--- src/rtl/gost_pkg.sv ---
package gost_pkg;

    localparam int BLK_W    = 64;
    localparam int HALF_W   = BLK_W / 2;
    localparam int NSUB     = 8;
    localparam int KEY_W    = NSUB * HALF_W;
    localparam int NROUND   = 32;
    localparam int NIB_W    = 4;
    localparam int NSBOX    = HALF_W / NIB_W;
    localparam int ROT_L    = 11;
    localparam int RND_W    = $clog2(NROUND);
    localparam int SUBIDX_W = $clog2(NSUB);
    localparam int FWD_LEN  = NROUND - NSUB;   // rounds run in ascending key order when encrypting
    localparam int TBL_W    = NIB_W * (1 << NIB_W);

    typedef struct packed {
        logic [HALF_W-1:0] left;
        logic [HALF_W-1:0] right;
    } blk_t;

    typedef enum logic {
        DIR_ENC = 1'b0,
        DIR_DEC = 1'b1
    } dir_e;

    typedef enum logic {
        SET_FIRST  = 1'b0,
        SET_SECOND = 1'b1
    } tset_e;

    // Each row: entry 0 is the leftmost hex digit, entry 15 the rightmost.
    localparam logic [TBL_W-1:0] TABLES_A [NSBOX] = '{
        64'h4A92D80E6B1C7F53,
        64'hEB4C6DFA23810759,
        64'h581DA342EFC7609B,
        64'h7DA1089FE46CB253,
        64'h6C715FD84A9E03B2,
        64'h4BA0721D36859CFE,
        64'hDB413F590AE7682C,
        64'h1FD057A4923E6B8C
    };

    localparam logic [TBL_W-1:0] TABLES_B [NSBOX] = '{
        64'h96328B17A4EFC0D5,
        64'h37E98AF0526CB4D1,
        64'hE462B3D8CF5A0719,
        64'hE7ACD13902B4F856,
        64'hB5198DF0E423C7A6,
        64'h3ADC120B75948FE6,
        64'h1D297A608C45F3BE,
        64'hBAF50CE8623917D4
    };

    function automatic logic [NIB_W-1:0] sbox_nib(tset_e set, int pos, logic [NIB_W-1:0] nib);
        logic [TBL_W-1:0] row;
        row = (set == SET_SECOND) ? TABLES_B[pos] : TABLES_A[pos];
        return row[((1 << NIB_W) - 1 - int'(nib)) * NIB_W +: NIB_W];
    endfunction

    function automatic logic [HALF_W-1:0] rotl(logic [HALF_W-1:0] x);
        return {x[HALF_W-ROT_L-1:0], x[HALF_W-1:HALF_W-ROT_L]};
    endfunction

    // Subkey slot for a zero-based round in the given direction.
    function automatic logic [SUBIDX_W-1:0] sub_idx(dir_e d, logic [RND_W-1:0] rnd);
        logic [SUBIDX_W-1:0] lo;
        logic                ascend;
        lo = rnd[SUBIDX_W-1:0];
        if (d == DIR_ENC) ascend = (rnd < RND_W'(FWD_LEN));
        else              ascend = (rnd < RND_W'(NSUB));
        return ascend ? lo : ~lo;
    endfunction

endpackage

--- src/rtl/gost_keysched.sv ---
module gost_keysched
    import gost_pkg::*;
(
    input  logic [KEY_W-1:0]  key_q,
    input  dir_e              dir_q,
    input  logic [RND_W-1:0]  rnd,
    output logic [HALF_W-1:0] subkey
);

    logic [HALF_W-1:0]   slot [NSUB];
    logic [SUBIDX_W-1:0] pick;

    for (genvar g = 0; g < NSUB; g++) begin : g_slot
        assign slot[g] = key_q[g*HALF_W +: HALF_W];
    end

    always_comb begin
        pick   = sub_idx(dir_q, rnd);
        subkey = slot[pick];
    end

endmodule

--- src/rtl/gost_round.sv ---
module gost_round
    import gost_pkg::*;
(
    input  blk_t              blk_in,
    input  logic [HALF_W-1:0] subkey,
    input  tset_e             set_q,
    input  logic              last,
    output blk_t              blk_out
);

    logic [HALF_W-1:0] sum;
    logic [HALF_W-1:0] subst;
    logic [HALF_W-1:0] mixed;

    assign sum = blk_in.right + subkey;

    for (genvar g = 0; g < NSBOX; g++) begin : g_sbox
        assign subst[g*NIB_W +: NIB_W] = sbox_nib(set_q, g, sum[g*NIB_W +: NIB_W]);
    end

    assign mixed = blk_in.left ^ rotl(subst);

    always_comb begin
        if (last) begin
            blk_out.left  = mixed;
            blk_out.right = blk_in.right;
        end else begin
            blk_out.left  = blk_in.right;
            blk_out.right = mixed;
        end
    end

endmodule

--- src/rtl/gost_ctrl.sv ---
module gost_ctrl
    import gost_pkg::*;
(
    input  logic             clk,
    input  logic             rst,
    input  logic             start,
    output logic             busy,
    output logic             done,
    output logic             load,
    output logic             last,
    output logic [RND_W-1:0] rnd
);

    localparam logic [RND_W-1:0] RND_LAST = RND_W'(NROUND - 1);

    assign load = start && !busy;
    assign last = (rnd == RND_LAST);

    always_ff @(posedge clk) begin
        if (rst) begin
            busy <= 1'b0;
            done <= 1'b0;
            rnd  <= '0;
        end else begin
            done <= 1'b0;
            if (load) begin
                busy <= 1'b1;
                rnd  <= '0;
            end else if (busy) begin
                if (last) begin
                    busy <= 1'b0;
                    done <= 1'b1;
                end else begin
                    rnd <= rnd + 1'b1;
                end
            end
        end
    end

    AST_DONE_SINGLE: assert property (@(posedge clk) disable iff (rst)
        done |=> !done);
    AST_DONE_IDLE: assert property (@(posedge clk) disable iff (rst)
        done |-> !busy);
    AST_DONE_AFTER_LAST: assert property (@(posedge clk) disable iff (rst)
        done |-> $past(busy && last));
    AST_START_IGNORED: assert property (@(posedge clk) disable iff (rst)
        (busy && !last) |=> (busy && rnd == $past(rnd) + 1'b1));

endmodule

--- src/rtl/gost_ecb_core.sv ---
module gost_ecb_core
    import gost_pkg::*;
(
    input  logic              clk,
    input  logic              rst,
    input  logic              start,
    input  logic              decrypt,
    input  logic              sbox_sel,
    input  logic [KEY_W-1:0]  key,
    input  logic [BLK_W-1:0]  din,
    output logic [BLK_W-1:0]  dout,
    output logic              done,
    output logic              busy
);

    logic [KEY_W-1:0]  key_q;
    dir_e              dir_q;
    tset_e             set_q;
    blk_t              state_q;
    blk_t              next_blk;
    logic [HALF_W-1:0] subkey;
    logic              load;
    logic              last;
    logic [RND_W-1:0]  rnd;
    logic [BLK_W-1:0]  result_q;

    gost_ctrl u_ctrl (
        .clk   (clk),
        .rst   (rst),
        .start (start),
        .busy  (busy),
        .done  (done),
        .load  (load),
        .last  (last),
        .rnd   (rnd)
    );

    gost_keysched u_ks (
        .key_q  (key_q),
        .dir_q  (dir_q),
        .rnd    (rnd),
        .subkey (subkey)
    );

    gost_round u_round (
        .blk_in  (state_q),
        .subkey  (subkey),
        .set_q   (set_q),
        .last    (last),
        .blk_out (next_blk)
    );

    always_ff @(posedge clk) begin
        if (rst) begin
            key_q    <= '0;
            dir_q    <= DIR_ENC;
            set_q    <= SET_FIRST;
            state_q  <= '0;
            result_q <= '0;
        end else if (load) begin
            key_q   <= key;
            dir_q   <= dir_e'(decrypt);
            set_q   <= tset_e'(sbox_sel);
            state_q <= blk_t'(din);
        end else if (busy) begin
            state_q <= next_blk;
            if (last) result_q <= next_blk;
        end
    end

    assign dout = result_q;

    AST_RESULT_HOLD: assert property (@(posedge clk) disable iff (rst)
        !done |-> $stable(result_q));
    AST_CFG_FROZEN: assert property (@(posedge clk) disable iff (rst)
        (busy && $past(busy)) |-> $stable({key_q, dir_q, set_q}));

endmodule

--- config.mk ---
export PLATFORM = sky130hd
export DESIGN_NAME = gost_ecb_core
export DESIGN_NICKNAME = d
export VERILOG_FILES = /design/src/rtl/gost_pkg.sv /design/src/rtl/gost_keysched.sv /design/src/rtl/gost_round.sv /design/src/rtl/gost_ctrl.sv /design/src/rtl/gost_ecb_core.sv
export SDC_FILE = /design/constraint.sdc
export NUM_CORES = 1
export LEC_CHECK = 0
export BUFFER_PORTS_ARGS = -buffer_cell sky130_fd_sc_hd__buf_2
export CAP_MARGIN = 15
export CORE_MARGIN = 10
export CORE_UTILIZATION = 55
export DETAILED_ROUTE_END_ITERATION = 12
export PLACE_DENSITY = 0.79
export SYNTH_ARGS = -nofsm -noshare
export SYNTH_HDL_FRONTEND = slang
export SYNTH_SLANG_ARGS = --single-unit
--- constraint.sdc ---
create_clock -name clk -period 6.05 [get_ports clk]
set_clock_uncertainty 0.2 [all_clocks]
set_input_delay 0.605 -clock clk [delete_from_list [all_inputs] [get_ports clk]]
set_output_delay 0.605 -clock clk [all_outputs]
set_load 0.01 [all_outputs]
Word level (Yosys, flattened, before mapping)
Cells that the tools add are included.
{"block": "op_classes", "n_addsub": 10, "n_lt_le_gt_ge": 3, "n_eq_ne": 1, "shift": 8, "mux": 20, "bitwise_logic": 6, "reduce_logical": 7}
{"op": "64-bit two-way mux", "count": 10}
{"op": "64-bit by 32-bit variable part select with 4-bit output", "count": 6}
{"op": "64-bit by 7-bit variable part select with 4-bit output", "count": 2}
{"op": "32-bit binary-select mux with 3-bit select", "count": 1}
{"op": "32-bit two-way mux", "count": 2}
{"op": "63-bit two-way mux", "count": 1}
{"op": "4-bit by 4-bit subtractor with 5-bit output, first input constant", "count": 8}
{"op": "32-bit adder", "count": 1}
{"op": "32-bit bitwise XOR", "count": 1}
{"op": "5-bit by 1-bit adder with 5-bit output, second input constant", "count": 1}
{"op": "5-bit == test, second input constant", "count": 1}
{"op": "5-bit by 4-bit less-than comparator with 1-bit output, second input constant", "count": 1}
{"op": "5-bit less-than comparator, second input constant", "count": 1}
{"op": "1-bit two-way mux", "count": 5}
{"op": "4-bit >= comparator, second input constant", "count": 1}
{"op": "3-bit inverter with 4-bit output", "count": 1}
{"op": "3-bit two-way mux", "count": 1}
{"op": "1-bit inverter", "count": 3}
{"op": "3-bit inverter", "count": 1}
{"op": "3-bit AND reduction", "count": 1}
{"op": "3-bit OR reduction", "count": 1}
{"op": "2-bit AND reduction", "count": 1}
{"op": "2-bit nonzero test", "count": 1}
{"op": "2-bit OR reduction", "count": 1}
{"op": "other kinds (2)", "count": 2}
{"block": "word_totals", "ff_bits": 393, "out_inout_bits": 66, "wordCells": 64}

Longest topological paths before layout
{"block": "depth", "word_depth": 14, "depth_mapped": 25}

Modules after synthesis
Synthesis repeated with hierarchy kept, for this count alone.
{"block": "unflattened", "cells_unflattened": 2872, "hier_area_um2": 25335.5}
{"mod": "gost_ecb_core", "instances": 1, "cells_each": 1394, "area_per_inst_um2": 14893.0, "seq_area_each_um2": 7727.4}
{"mod": "gost_round", "instances": 1, "cells_each": 798, "area_per_inst_um2": 5624.1, "seq_area_each_um2": 0.0}
{"mod": "gost_keysched", "instances": 1, "cells_each": 642, "area_per_inst_um2": 4470.5, "seq_area_each_um2": 0.0}
{"mod": "gost_ctrl", "instances": 1, "cells_each": 38, "area_per_inst_um2": 347.8, "seq_area_each_um2": 140.1}

Worst setup path after synthesis
OpenSTA, ideal clock, no wires.
{"block": "synth_timing", "kind": "register to register", "start": "reg u_ctrl.rnd[3]", "end": "reg state_q[6] in the netlist's numbering", "setup_time_ns": 0.134, "arrival_time_ns": 5.072, "path_slack_ns": 0.644, "stages_incl_launch_ff": 22, "path_buffers": 2, "period_less_slack_ns": 5.406, "path_cell_list": "dfxtp_1 maj3_2 xor2_1 clkbuf_1 clkbuf_1 nand3_1 nand2_1 o21ai_0 ha_1 fa_1 nand3_1 a21oi_1 o21ai_1 nand2_1 o311ai_1 inv_1 ha_1 nor3b_1 a2111oi_1 a31o_1 xor2_2 o22ai_1"}
{"block": "synth_between", "elab_chain_len": 14, "elab_cells_between_ends": 16, "classes_between": "2 x add/sub; 2 x order compare; 1 x eq/ne; 1 x shift; 8 x mux; 2 x bitwise"}
{"element": "from (decl)", "line_no": "gost_ctrl.sv:11", "source": "output logic [RND_W-1:0] rnd"}
{"element": "from (signal assigned)", "line_no": "gost_ctrl.sv:34", "source": "rnd <= rnd + 1'b1;"}
{"element": "5-bit less-than comparator / 5-bit by 4-bit less-than comparator with 1-bit output (equally long branches)", "line_no": "gost_pkg.sv:69, gost_pkg.sv:70"}
{"element": "1-bit two-way mux", "line_no": "gost_pkg.sv:69", "source": "if (d == DIR_ENC) ascend = (rnd < RND_W'(FWD_LEN));"}
{"element": "3-bit two-way mux", "line_no": "gost_pkg.sv:71", "source": "return ascend ? lo : ~lo;"}
{"element": "3-bit inverter with 4-bit output (implied by the code)", "line_no": "gost_keysched.sv:19", "source": "subkey = slot[pick];"}
{"element": "32-bit binary-select mux with 3-bit select", "line_no": "gost_keysched.sv:19"}
{"element": "32-bit two-way mux (implied by the code) (2 in a row)", "line_no": "gost_keysched.sv:19"}
{"element": "32-bit adder", "line_no": "gost_round.sv:15", "source": "assign sum = blk_in.right + subkey;"}
{"element": "4-bit by 4-bit subtractor with 5-bit output", "line_no": "gost_pkg.sv:57", "source": "return row[((1 << NIB_W) - 1 - int'(nib)) * NIB_W +: NIB_W];"}
{"element": "64-bit by 7-bit variable part select with 4-bit output", "line_no": "gost_pkg.sv:57"}
{"element": "32-bit bitwise XOR", "line_no": "gost_round.sv:21", "source": "assign mixed = blk_in.left ^ rotl(subst);"}
{"element": "64-bit two-way mux (*)", "line_no": "gost_round.sv:24", "source": "if (last) begin"}
{"element": "64-bit two-way mux (*)", "line_no": "gost_ecb_core.sv:65", "source": "end else if (busy) begin"}
{"element": "64-bit two-way mux (*)", "line_no": "gost_ecb_core.sv:60", "source": "end else if (load) begin"}
{"element": "to (signal assigned)", "line_no": "gost_ecb_core.sv:64", "source": "state_q <= blk_t'(din);"}
{"element": "to (signal assigned)", "line_no": "gost_ecb_core.sv:66", "source": "state_q <= next_blk;"}
{"element": "to (decl)", "line_no": "gost_ecb_core.sv:19", "source": "blk_t state_q;"}
Mark *: on every way between the ends. The rest lies on a longest branch, timed or not. The select of a mux whose other input is x is not followed.
A chain may end at the register's enable or synchronous reset.

Worst setup path after layout
{"block": "layout_timing", "start": "reg u_ctrl.rnd[4]", "end": "reg state_q[42] in the netlist's numbering"}
Same word-level chain as after synthesis.

==> metrics.txt <==
Cell Area, Synth 21100 um2; post-synth top area cell dfxtp_1; post-route minimum period 5700 ps; drt initial violations 2749; DR vias 22000; Seq/Total Area, Yosys 37.2%; H-tree depth reported by CTS 2; type of the worst setup path flip-flop to flip-flop; Slew @ Worst Pin approximately 1200 ps; CP Cell Sequence maj3_4 -> xnor2_2 -> buf_12 -> nand3_1 -> nand2_1 -> o21ai_0 -> ha_1 -> and3_1 -> nand3_1 -> or3_1 -> nor3_1 -> or3_1 -> xnor2_1 -> o22ai_1 -> a211oi_1 -> xnor2_1 -> o221ai_1; TritonCTS clock tree built; clk root buf clkbuf_16; asr flop ratio synth 0%; post-route ant nets 0; syn nets around 3300; CTS Buf Count 41; share of layout cells above drive strength 1 18.3%; Avg Vias per Cell 6.01; fill count 3250; # placed instances 3586; fmax 0.175 GHz; CP Launch Type flip-flop; global-route wire length before repair 119000 um; critical path arrival between 5000 and 6000 ps; I/O pins 391; Row Count 71; Die Area approximately 47000 um2; unrepaired setup endpoints after global routing no; multi-input logic area 12400 um2; First-pass DRT Iterations 6; main combinational cell family by area after synthesis simple AND/OR/NAND/NOR gates; FF+latch area 7870 um2; hold buffer count at CTS 0; Core ar. 37800 um2; worst hold path class primary input to flip-flop; Synth area leaders dfxtp_1 (37%), nand2_1 (16%), a21oi_1 (8.0%); initial antenna violation count 4; Initial Util 56.0%; vias in the first global route 21000; Netlist cell types 83; synthesized-area fraction occupied by adder cells 5.18%; Slew Viols, Final 0; mux cell area share after synthesis approximately 4.1%; DRC 0; Post-synth EDFFs 0; Final HPWL DP 58000 um; pin count of the biggest net entering global routing 194; GPL Wtd Cong 0.972; ys flop type dfxtp_1; nets 3532; most common cell in the netlist nand2_1; slew margin rel. 20.6%; area share of the largest cell type after synthesis 37.2%; P&R area growth vs syn 18.5%; Hold Vio Cnt, Final 0; outcome complete, no violations; drt wl/cell 21.3 um; final period utilization 94.3%; CTS clk-pin slew, worst paths 60 ps; FF+latch count, synth just under 400; gr usage total 31.5%; CP required 6260 ps; Max clock buf depth 3; nature of the critical path endpoint flip-flop; Die W approximately 220 um; Static Leak ~10 nW; final setup TNS 0 ps; Synth Instances around 2800; synth cell count leaders nand2_1 (909), dfxtp_1 (393), a21oi_1 (339); clk sinks 393; Worst-Skew Late Latency around 560 ps; Final Non-Filler Cells 3666; Total Wirelength about 80000 um; gr ovfl total 0; maximum fanout along the worst path 93; Crit path largest cell delay around 510 ps; maximum vdd ir drop 0.000192 V; crit path max-delay cell type ha_1; Die Y-Extent 216 um; Post-Synth XOR/XNOR Area between 2 and 3%; simple logic cell fraction of the synthesized area 25.5%; Setup violations, final 0; pwr/cell area 348 nW/um2; Max Cap Viol 0; yosys warns 0; Synth Area in Compound Gates 20.4%; Port Buffers 390; Syn Area/Cell roughly 7.4 um2
timing repair:
action | CTS | global route
setup buffers | 0 | 1
gates resized for setup | 0 | 10
setup endpoints to repair | 0 | 21
state kept, by name (all words and copies together), names as in the netlist:
signal       flops
key_q          256
state_q         64
set_q            1
u_ctrl.done      1
u_ctrl.rnd       5
u_ctrl.busy      1
dir_q            1
dout            64
power breakdown:
| part | internal (mW) | switching, mW |
|---|---|---|
| clock network | 1.67 | 1.10 |
| logic | 1.14 | 1.80 |
| registers | 2.76 | 0.227 |
| total | 5.58 | 3.14 |
kinds of logic (layout without fill, tap and decap cells):
family,after synthesis,in the layout
multiplexers,70,70
other,0,2
buffers and inverters,248,554
XOR/XNOR,69,69
AND/OR/NAND/NOR,1276,1276
flip-flops,393,393
adder cells (fa/ha/maj),87,87
AO/OA/AOI/OAI,704,704
metal layers:
layer	global-route usage (%)	vias up	wire length [um]
met3	6.02	220	6880
met4	18.0	4	4710
met5	0	-	27
li1	-	10400	-
met2	51.9	1112	36600
met1	38.0	10300	30000
through the flow:
step	util (%)	power (mW)	cell area, um2	hold WS (ps)	setup slack, ps
after detailed placement	62.3	5.90	23500	238	149
after CTS	66.2	8.64	25000	65.7	104
after global routing	66.4	9.11	25100	80.0	49.8
final	66.4	8.71	25100	78.1	347
after global placement	62.3	5.80	23500	229	394
after floorplan	-	4.98	21100	233	644
area by class of cell:
type,instances,area share (%)
clock buffer,57,4.70
tap,511,2.55
antenna,2,0.0200
sequential,393,31.4
multi-input combinational,2206,49.7
timing repair buffer,448,9.94
inverter,31,0.514
clock inverter,18,1.24
layout by cell type, fill, tap and decap left out, drive strengths merged, types with 11 or more instances in the layout:
master    n
a22o     45
nor2b    25
xor2     29
a21oi   341
mux2i    49
a22oi    33
ha       85
nand3   190
nor3     28
inv      30
o221ai   11
o22ai    19
nand2   909
o21ai   105
a211oi   39
a31oi    17
o211ai   21
dfxtp   393
mux4     12
nand2b   11
a21o     14
buf     447
nand4    11
nor2     45
xnor2    39
clkbuf   58
path summary, 6_finish.rpt:
kind                               startpoint     endpoint  slack [ps]  depth (start not counted)
worst min-delay path                  key[56]    key_q[56]          80                          3
worst max register to register  u_ctrl.rnd[4]  state_q[42]         350                         17
worst min register to register       dout[33]     dout[33]         250                          2
worst max-delay path            u_ctrl.rnd[4]  state_q[42]         350                         17
critical path, delay by kind of cell (launching register included):
family | cells | cell delay [ps]
AND/OR/NAND/NOR | 7 | 2120
adder cells (fa/ha/maj) | 2 | 970
AO/OA/AOI/OAI | 4 | 880
XOR/XNOR | 3 | 600
buffers and inverters | 1 | 370
flip-flops | 1 | 340
Note: power is estimated with default switching activity, not from simulation.
